$ cat src/rtl/cdt_pkg.sv
package cdt_pkg;

    localparam int IDX_W      = 3;
    localparam int CODE_W     = 3;
    localparam int RATIO_W    = 4;
    localparam int NUM_RATIOS = 5;

    typedef enum logic [2:0] {
        K_NONE,
        K_REFR_KEEP,
        K_REFR_DRAIN,
        K_DIV,
        K_SREF_OFF,
        K_SREF_ON
    } step_e;

    typedef struct packed {
        step_e      s0;
        step_e      s1;
        step_e      s2;
        logic [1:0] n;
    } leg_plan_t;

    typedef enum logic [1:0] {
        F_IDLE,
        F_REQ,
        F_LOCK,
        F_DONE
    } fsm_e;

    function automatic logic [CODE_W-1:0] idx_to_code(input logic [IDX_W-1:0] idx);
        logic [CODE_W-1:0] c;
        case (idx)
            3'd0:    c = 3'b000;
            3'd1:    c = 3'b001;
            3'd2:    c = 3'b011;
            3'd3:    c = 3'b010;
            default: c = 3'b100;
        endcase
        return c;
    endfunction

    function automatic logic [RATIO_W-1:0] idx_to_ratio(input logic [IDX_W-1:0] idx);
        logic [RATIO_W-1:0] r;
        case (idx)
            3'd0:    r = 4'd1;
            3'd1:    r = 4'd2;
            3'd2:    r = 4'd4;
            3'd3:    r = 4'd6;
            default: r = 4'd8;
        endcase
        return r;
    endfunction

endpackage

$ cat src/rtl/cdt_code_decode.sv
module cdt_code_decode
    import cdt_pkg::*;
(
    input  logic [CODE_W-1:0] code_i,
    output logic [IDX_W-1:0]  idx_o,
    output logic              valid_o
);

    always_comb begin
        valid_o = 1'b1;
        case (code_i)
            3'b000:  idx_o = 3'd0;
            3'b001:  idx_o = 3'd1;
            3'b011:  idx_o = 3'd2;
            3'b010:  idx_o = 3'd3;
            3'b100:  idx_o = 3'd4;
            default: begin
                idx_o   = 3'd0;
                valid_o = 1'b0;
            end
        endcase
    end

endmodule

$ cat src/rtl/cdt_step_planner.sv
module cdt_step_planner
    import cdt_pkg::*;
(
    input  logic [IDX_W-1:0] from_i,
    input  logic [IDX_W-1:0] to_i,
    output leg_plan_t        plan_o
);

    // One leg never crosses between ratio 1 and a ratio above 2; the
    // caller splits such moves before they reach this table.
    always_comb begin
        if (from_i == 3'd1 && to_i == 3'd0) begin
            plan_o = '{s0: K_SREF_OFF, s1: K_DIV, s2: K_REFR_KEEP, n: 2'd3};
        end else if (from_i == 3'd0 && to_i == 3'd1) begin
            plan_o = '{s0: K_REFR_DRAIN, s1: K_DIV, s2: K_SREF_ON, n: 2'd3};
        end else if (from_i < to_i) begin
            plan_o = '{s0: K_REFR_KEEP, s1: K_DIV, s2: K_NONE, n: 2'd2};
        end else begin
            plan_o = '{s0: K_DIV, s1: K_REFR_DRAIN, s2: K_NONE, n: 2'd2};
        end
    end

endmodule

$ cat src/rtl/cdt_lock_timer.sv
module cdt_lock_timer #(
    parameter int LOCK_CYCLES = 16
) (
    input  logic clk,
    input  logic rst,
    input  logic load_i,
    output logic expired_o
);

    localparam int CNT_W = (LOCK_CYCLES > 1) ? $clog2(LOCK_CYCLES) : 1;

    logic [CNT_W-1:0] cnt_q;

    always_ff @(posedge clk) begin
        if (rst) begin
            cnt_q <= '0;
        end else if (load_i) begin
            cnt_q <= CNT_W'(LOCK_CYCLES - 1);
        end else if (cnt_q != '0) begin
            cnt_q <= cnt_q - 1'b1;
        end
    end

    assign expired_o = (cnt_q == '0);

endmodule

$ cat src/rtl/clkdiv_transition_seq.sv
module clkdiv_transition_seq
    import cdt_pkg::*;
#(
    parameter int CTRL_W      = 8,
    parameter int LOCK_CYCLES = 16
) (
    input  logic                clk,
    input  logic                rst,
    input  logic                start_i,
    input  logic [IDX_W-1:0]    target_idx_i,
    input  logic [CTRL_W-1:0]   cur_ctrl_i,
    output logic                div_wr_req_o,
    output logic [CTRL_W-1:0]   div_wr_data_o,
    input  logic                div_wr_ack_i,
    output logic                refr_req_o,
    output logic [RATIO_W-1:0]  refr_ratio_o,
    output logic                refr_drain_o,
    input  logic                refr_ack_i,
    output logic                sref_req_o,
    output logic                sref_en_o,
    input  logic                sref_ack_i,
    output logic                busy_o,
    output logic                done_o,
    output logic                err_o
);

    localparam int GAP_W = $clog2(LOCK_CYCLES + 1);

    fsm_e              state_q;
    logic [1:0]        step_q;
    logic [IDX_W-1:0]  from_q, to_q, final_q;
    logic [CTRL_W-1:0] ctrl_q;
    logic              err_q;

    logic [IDX_W-1:0]  cur_idx;
    logic              cur_ok;
    logic              tgt_ok;
    logic [IDX_W-1:0]  first_to;
    leg_plan_t         plan;
    step_e             kind;
    logic              is_div, is_refr, is_sref;
    logic              in_req, ack_hit, lock_load, lock_done, adv;
    logic              last_step, legs_left;

    cdt_code_decode u_cur_dec (
        .code_i  (cur_ctrl_i[CODE_W-1:0]),
        .idx_o   (cur_idx),
        .valid_o (cur_ok)
    );

    cdt_step_planner u_plan (
        .from_i (from_q),
        .to_i   (to_q),
        .plan_o (plan)
    );

    cdt_lock_timer #(.LOCK_CYCLES(LOCK_CYCLES)) u_lock (
        .clk       (clk),
        .rst       (rst),
        .load_i    (lock_load),
        .expired_o (lock_done)
    );

    assign tgt_ok = (target_idx_i < IDX_W'(NUM_RATIOS));

    // Split moves that cross between ratio 1 and ratios above 2.
    always_comb begin
        if ((cur_idx == 3'd0 && target_idx_i > 3'd1) ||
            (cur_idx > 3'd1 && target_idx_i == 3'd0)) begin
            first_to = 3'd1;
        end else begin
            first_to = target_idx_i;
        end
    end

    always_comb begin
        case (step_q)
            2'd0:    kind = plan.s0;
            2'd1:    kind = plan.s1;
            default: kind = plan.s2;
        endcase
    end

    assign is_div    = (kind == K_DIV);
    assign is_refr   = (kind == K_REFR_KEEP) || (kind == K_REFR_DRAIN);
    assign is_sref   = (kind == K_SREF_OFF) || (kind == K_SREF_ON);
    assign in_req    = (state_q == F_REQ);
    assign ack_hit   = in_req && ((is_div && div_wr_ack_i) ||
                                  (is_refr && refr_ack_i) ||
                                  (is_sref && sref_ack_i));
    assign lock_load = ack_hit && is_div;
    assign adv       = (ack_hit && !is_div) || (state_q == F_LOCK && lock_done);
    assign last_step = ((step_q + 2'd1) == plan.n);
    assign legs_left = (to_q != final_q);

    always_ff @(posedge clk) begin
        if (rst) begin
            state_q <= F_IDLE;
            step_q  <= '0;
            from_q  <= '0;
            to_q    <= '0;
            final_q <= '0;
            ctrl_q  <= '0;
            err_q   <= 1'b0;
        end else begin
            case (state_q)
                F_IDLE: begin
                    if (start_i) begin
                        ctrl_q <= cur_ctrl_i;
                        step_q <= '0;
                        if (!tgt_ok || !cur_ok) begin
                            err_q   <= 1'b1;
                            state_q <= F_DONE;
                        end else if (cur_idx == target_idx_i) begin
                            state_q <= F_DONE;
                        end else begin
                            from_q  <= cur_idx;
                            to_q    <= first_to;
                            final_q <= target_idx_i;
                            state_q <= F_REQ;
                        end
                    end
                end
                F_REQ: begin
                    if (lock_load) begin
                        ctrl_q[CODE_W-1:0] <= idx_to_code(to_q);
                        state_q            <= F_LOCK;
                    end
                end
                F_LOCK: ;
                default: state_q <= F_IDLE;
            endcase

            if (adv) begin
                if (!last_step) begin
                    step_q  <= step_q + 2'd1;
                    state_q <= F_REQ;
                end else if (legs_left) begin
                    from_q  <= to_q;
                    to_q    <= final_q;
                    step_q  <= '0;
                    state_q <= F_REQ;
                end else begin
                    state_q <= F_DONE;
                end
            end
        end
    end

    assign div_wr_req_o  = in_req && is_div;
    assign div_wr_data_o = {ctrl_q[CTRL_W-1:CODE_W], idx_to_code(to_q)};
    assign refr_req_o    = in_req && is_refr;
    assign refr_ratio_o  = idx_to_ratio(to_q);
    assign refr_drain_o  = (kind == K_REFR_DRAIN);
    assign sref_req_o    = in_req && is_sref;
    assign sref_en_o     = (kind == K_SREF_ON);
    assign busy_o        = (state_q != F_IDLE);
    assign done_o        = (state_q == F_DONE);
    assign err_o         = err_q;

    // ---------------- assertions ----------------
    logic [IDX_W-1:0] out_idx;
    logic             out_ok;
    logic [GAP_W-1:0] gap_q;

    cdt_code_decode u_out_dec (
        .code_i  (div_wr_data_o[CODE_W-1:0]),
        .idx_o   (out_idx),
        .valid_o (out_ok)
    );

    always_ff @(posedge clk) begin
        if (rst) begin
            gap_q <= GAP_W'(LOCK_CYCLES);
        end else if (div_wr_req_o && div_wr_ack_i) begin
            gap_q <= '0;
        end else if (gap_q < GAP_W'(LOCK_CYCLES)) begin
            gap_q <= gap_q + 1'b1;
        end
    end

    a_r12_one_req: assert property (@(posedge clk) disable iff (rst)
        $onehot0({div_wr_req_o, refr_req_o, sref_req_o}));

    a_r12_hold_req: assert property (@(posedge clk) disable iff (rst)
        (refr_req_o && !refr_ack_i) |=> refr_req_o);

    a_r1_code_legal: assert property (@(posedge clk) disable iff (rst)
        div_wr_req_o |-> (out_ok && out_idx < IDX_W'(NUM_RATIOS)));

    a_r8_lock_gap: assert property (@(posedge clk) disable iff (rst)
        (div_wr_req_o || refr_req_o || sref_req_o) |-> (gap_q == GAP_W'(LOCK_CYCLES)));

    a_r9_equal_done: assert property (@(posedge clk) disable iff (rst)
        (!busy_o && start_i && tgt_ok && cur_ok && cur_idx == target_idx_i)
            |=> (done_o && !div_wr_req_o && !refr_req_o && !sref_req_o));

    a_r10_err_sticky: assert property (@(posedge clk) disable iff (rst)
        err_o |=> err_o);

    a_r11_busy_hold: assert property (@(posedge clk) disable iff (rst)
        (busy_o && !done_o) |=> busy_o);

    a_r11_done_pulse: assert property (@(posedge clk) disable iff (rst)
        done_o |=> (!done_o && !busy_o));

endmodule

$ cat config.mk
export PLATFORM = sky130hd
export DESIGN_NAME = clkdiv_transition_seq
export DESIGN_NICKNAME = d
export VERILOG_FILES = /design/src/rtl/cdt_pkg.sv /design/src/rtl/cdt_code_decode.sv /design/src/rtl/cdt_step_planner.sv /design/src/rtl/cdt_lock_timer.sv /design/src/rtl/clkdiv_transition_seq.sv
export SDC_FILE = /design/constraint.sdc
export NUM_CORES = 1
export LEC_CHECK = 0
export CORE_MARGIN = 2
export CORE_UTILIZATION = 40
export DETAILED_ROUTE_END_ITERATION = 8
export DONT_BUFFER_PORTS = 1
export SLEW_MARGIN = 25
export SYNTH_ARGS = -nofsm -noshare
export SYNTH_HDL_FRONTEND = slang
export SYNTH_SLANG_ARGS = --single-unit
$ cat constraint.sdc
create_clock -name clk -period 4.7 [get_ports clk]
set_input_delay 0.705 -clock clk [delete_from_list [all_inputs] [get_ports clk]]
set_output_delay 0.705 -clock clk [all_outputs]
set_load 0.02 [all_outputs]
==> results.ini, run 1 <==
[critical_path]
rrSetupSlack_ps = 1480
r2r_start = to_q[2]$_SDFF_PP0_
crit_fanout = 10
crit_chain = inv_1, ha_1, a21oi_1, o21a_1, o41ai_2, a2111oi_2
cp-end-kind = output pin
start_kind = flop
reg2reg_to = state_q[1]$_SDFFE_PP0P_
cp.depth = 6
crit_buf_inv = 1
critPathTopFamily = compound AO/OA/AOI/OAI gates
cp.required_ps = 3990
arrival_ps = 2620
r2r_cells = 9
cp_slowest_cell = dfxtp_1
path_class = flop to output pin
startpoint = to_q[2]$_SDFF_PP0_
cp_slowest_stage_delay_ps = 750
endpoint = div_wr_req_o

[yosys]
syn_avg_cell_area_um2 = 8.19
synth-main-ff-cell = dfxtp_1
yosysWarnings = 0
postSynth.asyncResetShare = 0
syn_nets = 237
syn_area_mm2 = 0.00175
ys_seq_elements = 23
synthCells = 214
synth_edf_count = 0
yosys-top-cells-count = nand2_1, dfxtp_1, a21oi_1, nor2_1, inv_1
ys_types = 55
synth_top_area_share = 0.263
yosysSeqAreaShare = 0.263
synth_top_area_cell = dfxtp_1
synth_area_leaders = dfxtp_1, a21oi_1, nand2_1
yosysMostFrequentCell = nand2_1

[clock_tree]
cts_resized = 0
tritoncts = yes
cts_buffers = 3
cts.sinks = 23
clkLatencyLatePin_ps = 260
postCtsSetupBuffers = 0
cts.reportedPaths.clkPinSlew_ps = 80
postCtsHoldBufs = 0
clock-root-buffer = clkbuf_8
htree_levels = 1
cts_max_path_buffers = 2

[floorplanning]
core-area_mm2 = 0.00429
die_y_um = 70.2
start_util = 0.408
ioPinCount = 37
rows = 24
dieArea_mm2 = 0.00492
die_w_um = 70.2

[global_routing]
grt.total_usage = 0.157
grt_pass1_wl_mm = 6.43
grt_pass1_vias = 1376
grt_overflow = 0
antenna_found_initial = 0
grt_start_max_net_pins = 19

[power_and_ir_drop]
switching_share = 0.413
power.switching_w = 0.000286
powerDensity_mw_per_mm2 = 401
power_leakage_nw = 0.623
power.internal_w = 0.000406
ir_drop_uv = 165
pwr-share-comb = 0.434
clockPowerShare = 0.174
power_frac_seq = 0.392

[final_layout]
utilization = 0.402
drive_gt1_frac = 0.123
nFillCells = 452
syn2layout_area_growth_pct = -1.57
layout.cells.non_filler = 255
diodes = 0
layout.nets = 227

[drt]
ant_nets = 0
drt-total-wl_mm = 3.63
drtIter0Drc = 79
firstDrtPassIters = 4
route.detailed.drc = 0
wl_per_cell_um = 14.2
num_vias = 1427
vias_per_cell = 5.60

[timing]
drv_slew = 0
grt_setup_unrepaired = false
hold_viol_final = 0
final.period_utilization = 0.708
relSlewSlack = 0.461
fmax_mhz = 301
finClkSkew_ps = 2.64
fin_setup_tns_ps = 0
fin_crit_ps = 3330
worst_pin_slew_ps = 806
setup_viol = 0

[outcome]
outcome = complete, no violations

[placed_design]
gp_congestion = 0.809
dp_hpwl_mm = 2.81
dp.cells = 251
port_buffers = 0

[worst_hold_path]
hold_path_class = flop to flop

[flow_run]
drv_cap = 0

-- metal layers --
metal,up-vias,wire (µm),GRT usage
met1,656,1800,0.216
met2,26,1610,0.250
li1,741,-,-
met4,0,40,0.0406
met5,-,0,0
met3,4,175,0.0346
-- layout make-up --
type	instances	area (µm²)	share of cell area
Multi-Input combinational cell	165	1110	0.645
Sequential cell	23	460	0.267
Tap cell	52	65.1	0.0377
Clock buffer	4	45.0	0.0261
Inverter	11	41.3	0.0239
-- state kept, by name, indices dropped and copies added, names as in the netlist --
name / count
to_q: 3
from_q: 3
err_o: 1
u_lock.cnt_q: 4
ctrl_q: 5
state_q: 2
step_q: 2
final_q: 3
-- cell usage in the layout, fill, tap and decap left out, drive strengths merged, types with 2 or more instances in the layout --
cell / count
and2b: 5
o31ai: 5
clkbuf: 4
or4: 3
nand2: 30
o311a: 5
a21oi: 23
nor4: 2
and3: 2
or3: 2
nor2: 17
nand3: 2
nor2b: 3
o211ai: 3
ha: 6
and2: 4
o311ai: 3
o211a: 2
mux2: 2
a31oi: 2
o41ai: 2
a2111oi: 2
inv: 11
nor3b: 2
o21ai: 9
nor3: 9
dfxtp: 23
mux2i: 3
xnor2: 8
-- tightest hold or removal path: stages (launching register included) --
cell	delay [ps]
dfxtp_1	320
o311ai_0	80
a21oi_1	70
-- worst min-delay path by stage --
stage / startpoint / endpoint / slack [ps] / cells after the start
2_1_floorplan: final_q[0]$_SDFFE_PP0P_ / to_q[0]$_SDFF_PP0_ / 460 / 2
3_3_place_gp: step_q[1]$_SDFF_PP0_ / step_q[1]$_SDFF_PP0_ / 480 / 2
3_5_place_dp: step_q[1]$_SDFF_PP0_ / step_q[1]$_SDFF_PP0_ / 480 / 2
4_1_cts: step_q[1]$_SDFF_PP0_ / step_q[1]$_SDFF_PP0_ / 490 / 2
5_1_grt: rst / state_q[0]$_SDFFE_PP0P_ / 480 / 1
6_report: step_q[1]$_SDFF_PP0_ / step_q[1]$_SDFF_PP0_ / 500 / 2
-- stage by stage --
| step | power (W) | cell area [µm²] | setup slack [ps] | hold slack, ps |
|---|---|---|---|---|
| finish | 0.000692 | 1720 | 1370 | 496 |
| global route | 0.000756 | 1720 | 1150 | 479 |
| CTS | 0.000701 | 1720 | 1350 | 495 |
| detailed placement | 0.000578 | 1680 | 1480 | 480 |
| global placement | 0.000576 | 1680 | 1570 | 482 |
| floorplan | 0.000544 | 1750 | 2160 | 461 |
-- power groups by stage --
stage | sequential, W | combinational, W | clock, W
finish | 0.000271 | 0.000300 | 0.000121
CTS | 0.000271 | 0.000303 | 0.000126
global placement | 0.000276 | 0.000300 | 0
detailed placement | 0.000275 | 0.000302 | 0
global route | 0.000277 | 0.000340 | 0.000138
floorplan | 0.000263 | 0.000282 | 0
-- logic make-up (layout without fill, tap and decap cells) --
logic type                 after synthesis  count (layout)  share of synthesized area
buffers and inverters                   26              15                      0.102
muxes                                    5               5                     0.0300
adders and majority gates                6               6                     0.0429
AOI/OAI and AO/OA                       61              61                      0.251
xor gates and xnor gates                 9               9                     0.0450
DFF                                     23              23                      0.263
and+or+nand+nor                         84              84                      0.266
Note: power is estimated with default switching activity, not from simulation.
==> run 2: changes to the inputs <==
--- a/config.mk
+++ b/config.mk
@@ -5,6 +5,7 @@
 export SDC_FILE = /design/constraint.sdc
 export NUM_CORES = 1
 export LEC_CHECK = 0
+export ABC_AREA = 1
 export CORE_MARGIN = 2
 export CORE_UTILIZATION = 40
 export DETAILED_ROUTE_END_ITERATION = 8
==> constraint.sdc (replaced) <==
create_clock -name clk -period 3 [get_ports clk]
set_input_delay 0.45 -clock clk [delete_from_list [all_inputs] [get_ports clk]]
set_output_delay 0.45 -clock clk [all_outputs]
set_load 0.02 [all_outputs]
==> results.ini, run 2 <==
[outcome]
outcome = complete, no violations

[drt]
vias_per_cell = 4.96
route.detailed.drc = 0
drt-total-wl_mm = 3.46
met3WireLength_um = 186
wl_per_cell_um = 11.6
met2WireLength_mm = 1.56
ant_nets = 0
drtIter0Drc = 32
wl_met1_mm = 1.67
num_vias = 1477
firstDrtPassIters = 4
top_layer_used = met4

[clock_tree]
cts_resized = 0
cts_buffers = 3
clock-root-buffer = clkbuf_8
cts.sinks = 23
cts_max_path_buffers = 2
htree_levels = 1
tritoncts = yes
postCtsSetupBuffers = 0
cts.reportedPaths.clkPinSlew_ps = 80
postCtsHoldBufs = 0
clkLatencyLatePin_ps = 260

[final_layout]
largest_register = ctrl_q
largest_reg_flops = 5
diodes = 0
syn2layout_area_growth_pct = 6.17
drive_gt1_frac = 0.129
top_regs = ctrl_q: 5 flops, u_lock.cnt_q: 4 flops
fin_area_mm2 = 0.00172
final_cell_mix = nor2_1, nand2_1, inv_1, dfxtp_1, a21oi_1
layout.nets = 272
utilization = 0.437
final_common_cell = nor2_1

[floorplanning]
core-area_mm2 = 0.00394
start_util = 0.411
die_y_um = 67.7
ioPinCount = 37
die_w_um = 67.7
rows = 23
dieArea_mm2 = 0.00458

[critical_path]
arrival_ps = 2160
rrSetupSlack_ps = 580
cp-end-kind = output pin
start_kind = flop
reg2reg_to = to_q[2]$_SDFF_PP0_
r2r_start = to_q[2]$_SDFF_PP0_
r2r_cells = 16
path_class = flop to output pin
crit_fanout = 9
cp.required_ps = 2550

[global_routing]
grt_overflow = 0
antenna_found_initial = 0
grt_start_max_net_pins = 15
grt_pass1_vias = 1337
grt_pass1_wl_mm = 5.76
grt.total_usage = 0.164

[yosys]
synth_edf_count = 0
yosysWarnings = 0
synthCells = 247
yosys-top-cells-count = nor2_1, nand2_1, inv_1, dfxtp_1, a21oi_1
yosysSeqAreaShare = 0.284
synth-main-ff-cell = dfxtp_1
syn_area_mm2 = 0.00162
postSynth.asyncResetShare = 0
ys_seq_elements = 23
synth_top_area_share = 0.284
yosysMostFrequentCell = nor2_1
synth_area_leaders = dfxtp_1, nor2_1, nand2_1
syn_nets = 270
syn_avg_cell_area_um2 = 6.57
ys_types = 32
synth_top_area_cell = dfxtp_1

[placed_design]
dp_hpwl_mm = 2.68
port_buffers = 0
gp_congestion = 0.794
place_area_mm2 = 0.00168
dp_slack_ps = 612

[timing]
grt_setup_unrepaired = false
drv_slew = 0
worst_slack_ps = 393
fin_setup_tns_ps = 0
relSlewSlack = 0.501
setup_viol = 0
fmax_mhz = 384
finClkSkew_ps = 4.31
hold_viol_final = 0
fin_crit_ps = 2610
worst_pin_slew_ps = 746
hold_slack_ps = 237
final.period_utilization = 0.869

[worst_hold_path]
hold_path_end = state_q[1]$_SDFFE_PP0P_
whs_path_depth = 1
hold_path_class = primary input to flop
hold_path_startpoint = rst

[power_and_ir_drop]
powerDensity_mw_per_mm2 = 798
power_leakage_nw = 0.813
ir_drop_uv = 371

[flow_run]
drv_cap = 0

==> run 2: worst max path at each step <==
stage / start / endpoint / slack [ps] / cells past startpoint
2_1_floorplan: to_q[2]$_SDFF_PP0_ / state_q[1]$_SDFFE_PP0P_ / 840 / 16
3_3_place_gp: to_q[2]$_SDFF_PP0_ / to_q[0]$_SDFF_PP0_ / 680 / 16
3_5_place_dp: to_q[2]$_SDFF_PP0_ / to_q[2]$_SDFF_PP0_ / 610 / 16
4_1_cts: to_q[2]$_SDFF_PP0_ / refr_req_o / 390 / 10
5_1_grt: to_q[2]$_SDFF_PP0_ / refr_req_o / 240 / 10
6_report: to_q[2]$_SDFF_PP0_ / refr_req_o / 390 / 10
==> run 2: cells by family (layout without fill, tap and decap cells) <==
family | Yosys count | count (layout) | share of synthesized area
simple gates | 118 | 118 | 0.352
fa+ha+maj | 6 | 6 | 0.0463
compound gates | 45 | 45 | 0.156
buf+inv | 46 | 47 | 0.113
flops | 23 | 23 | 0.284
xor+xnor | 9 | 9 | 0.0486
==> run 2: critical path, stage by stage (launching register included) <==
cell and delay [ps]:
dfxtp_1 540, inv_1 140, ha_1 320, a21oi_1 170
nand3_1 100, nand2_1 90, nand2_2 80, nor2_1 100
nand2_1 70, a21oi_1 120, buf_4 150
==> run 2: stage by stage <==
stage,cells,total power [W]
floorplan,247,0.00106
global placement,294,0.00119
detailed placement,294,0.00119
CTS,298,0.00139
global route,298,0.00150
finish,298,0.00137
==> run 2: area by class of cell <==
type	instances	area (µm²)
clock buffers	4	45.0
fillers	433	2220
inverters	39	146
multi-input cells	178	977
flip-flops and latches	23	460
well taps	50	62.6
repair buffers	4	30.0
==> run 2: power breakdown <==
part	leakage, nW	switching [W]	internal, W
clock network	0.0228	0.0000979	0.0000948
logic	0.602	0.000461	0.000252
registers	0.189	0.0000921	0.000376
total	0.813	0.000651	0.000723
==> run 2: per-layer routing <==
metal / vias to the layer above / global-route usage
li1: 791 / -
met1: 649 / 0.204
met2: 32 / 0.284
met3: 5 / 0.0233
met4: 0 / 0.0612
met5: - / 0
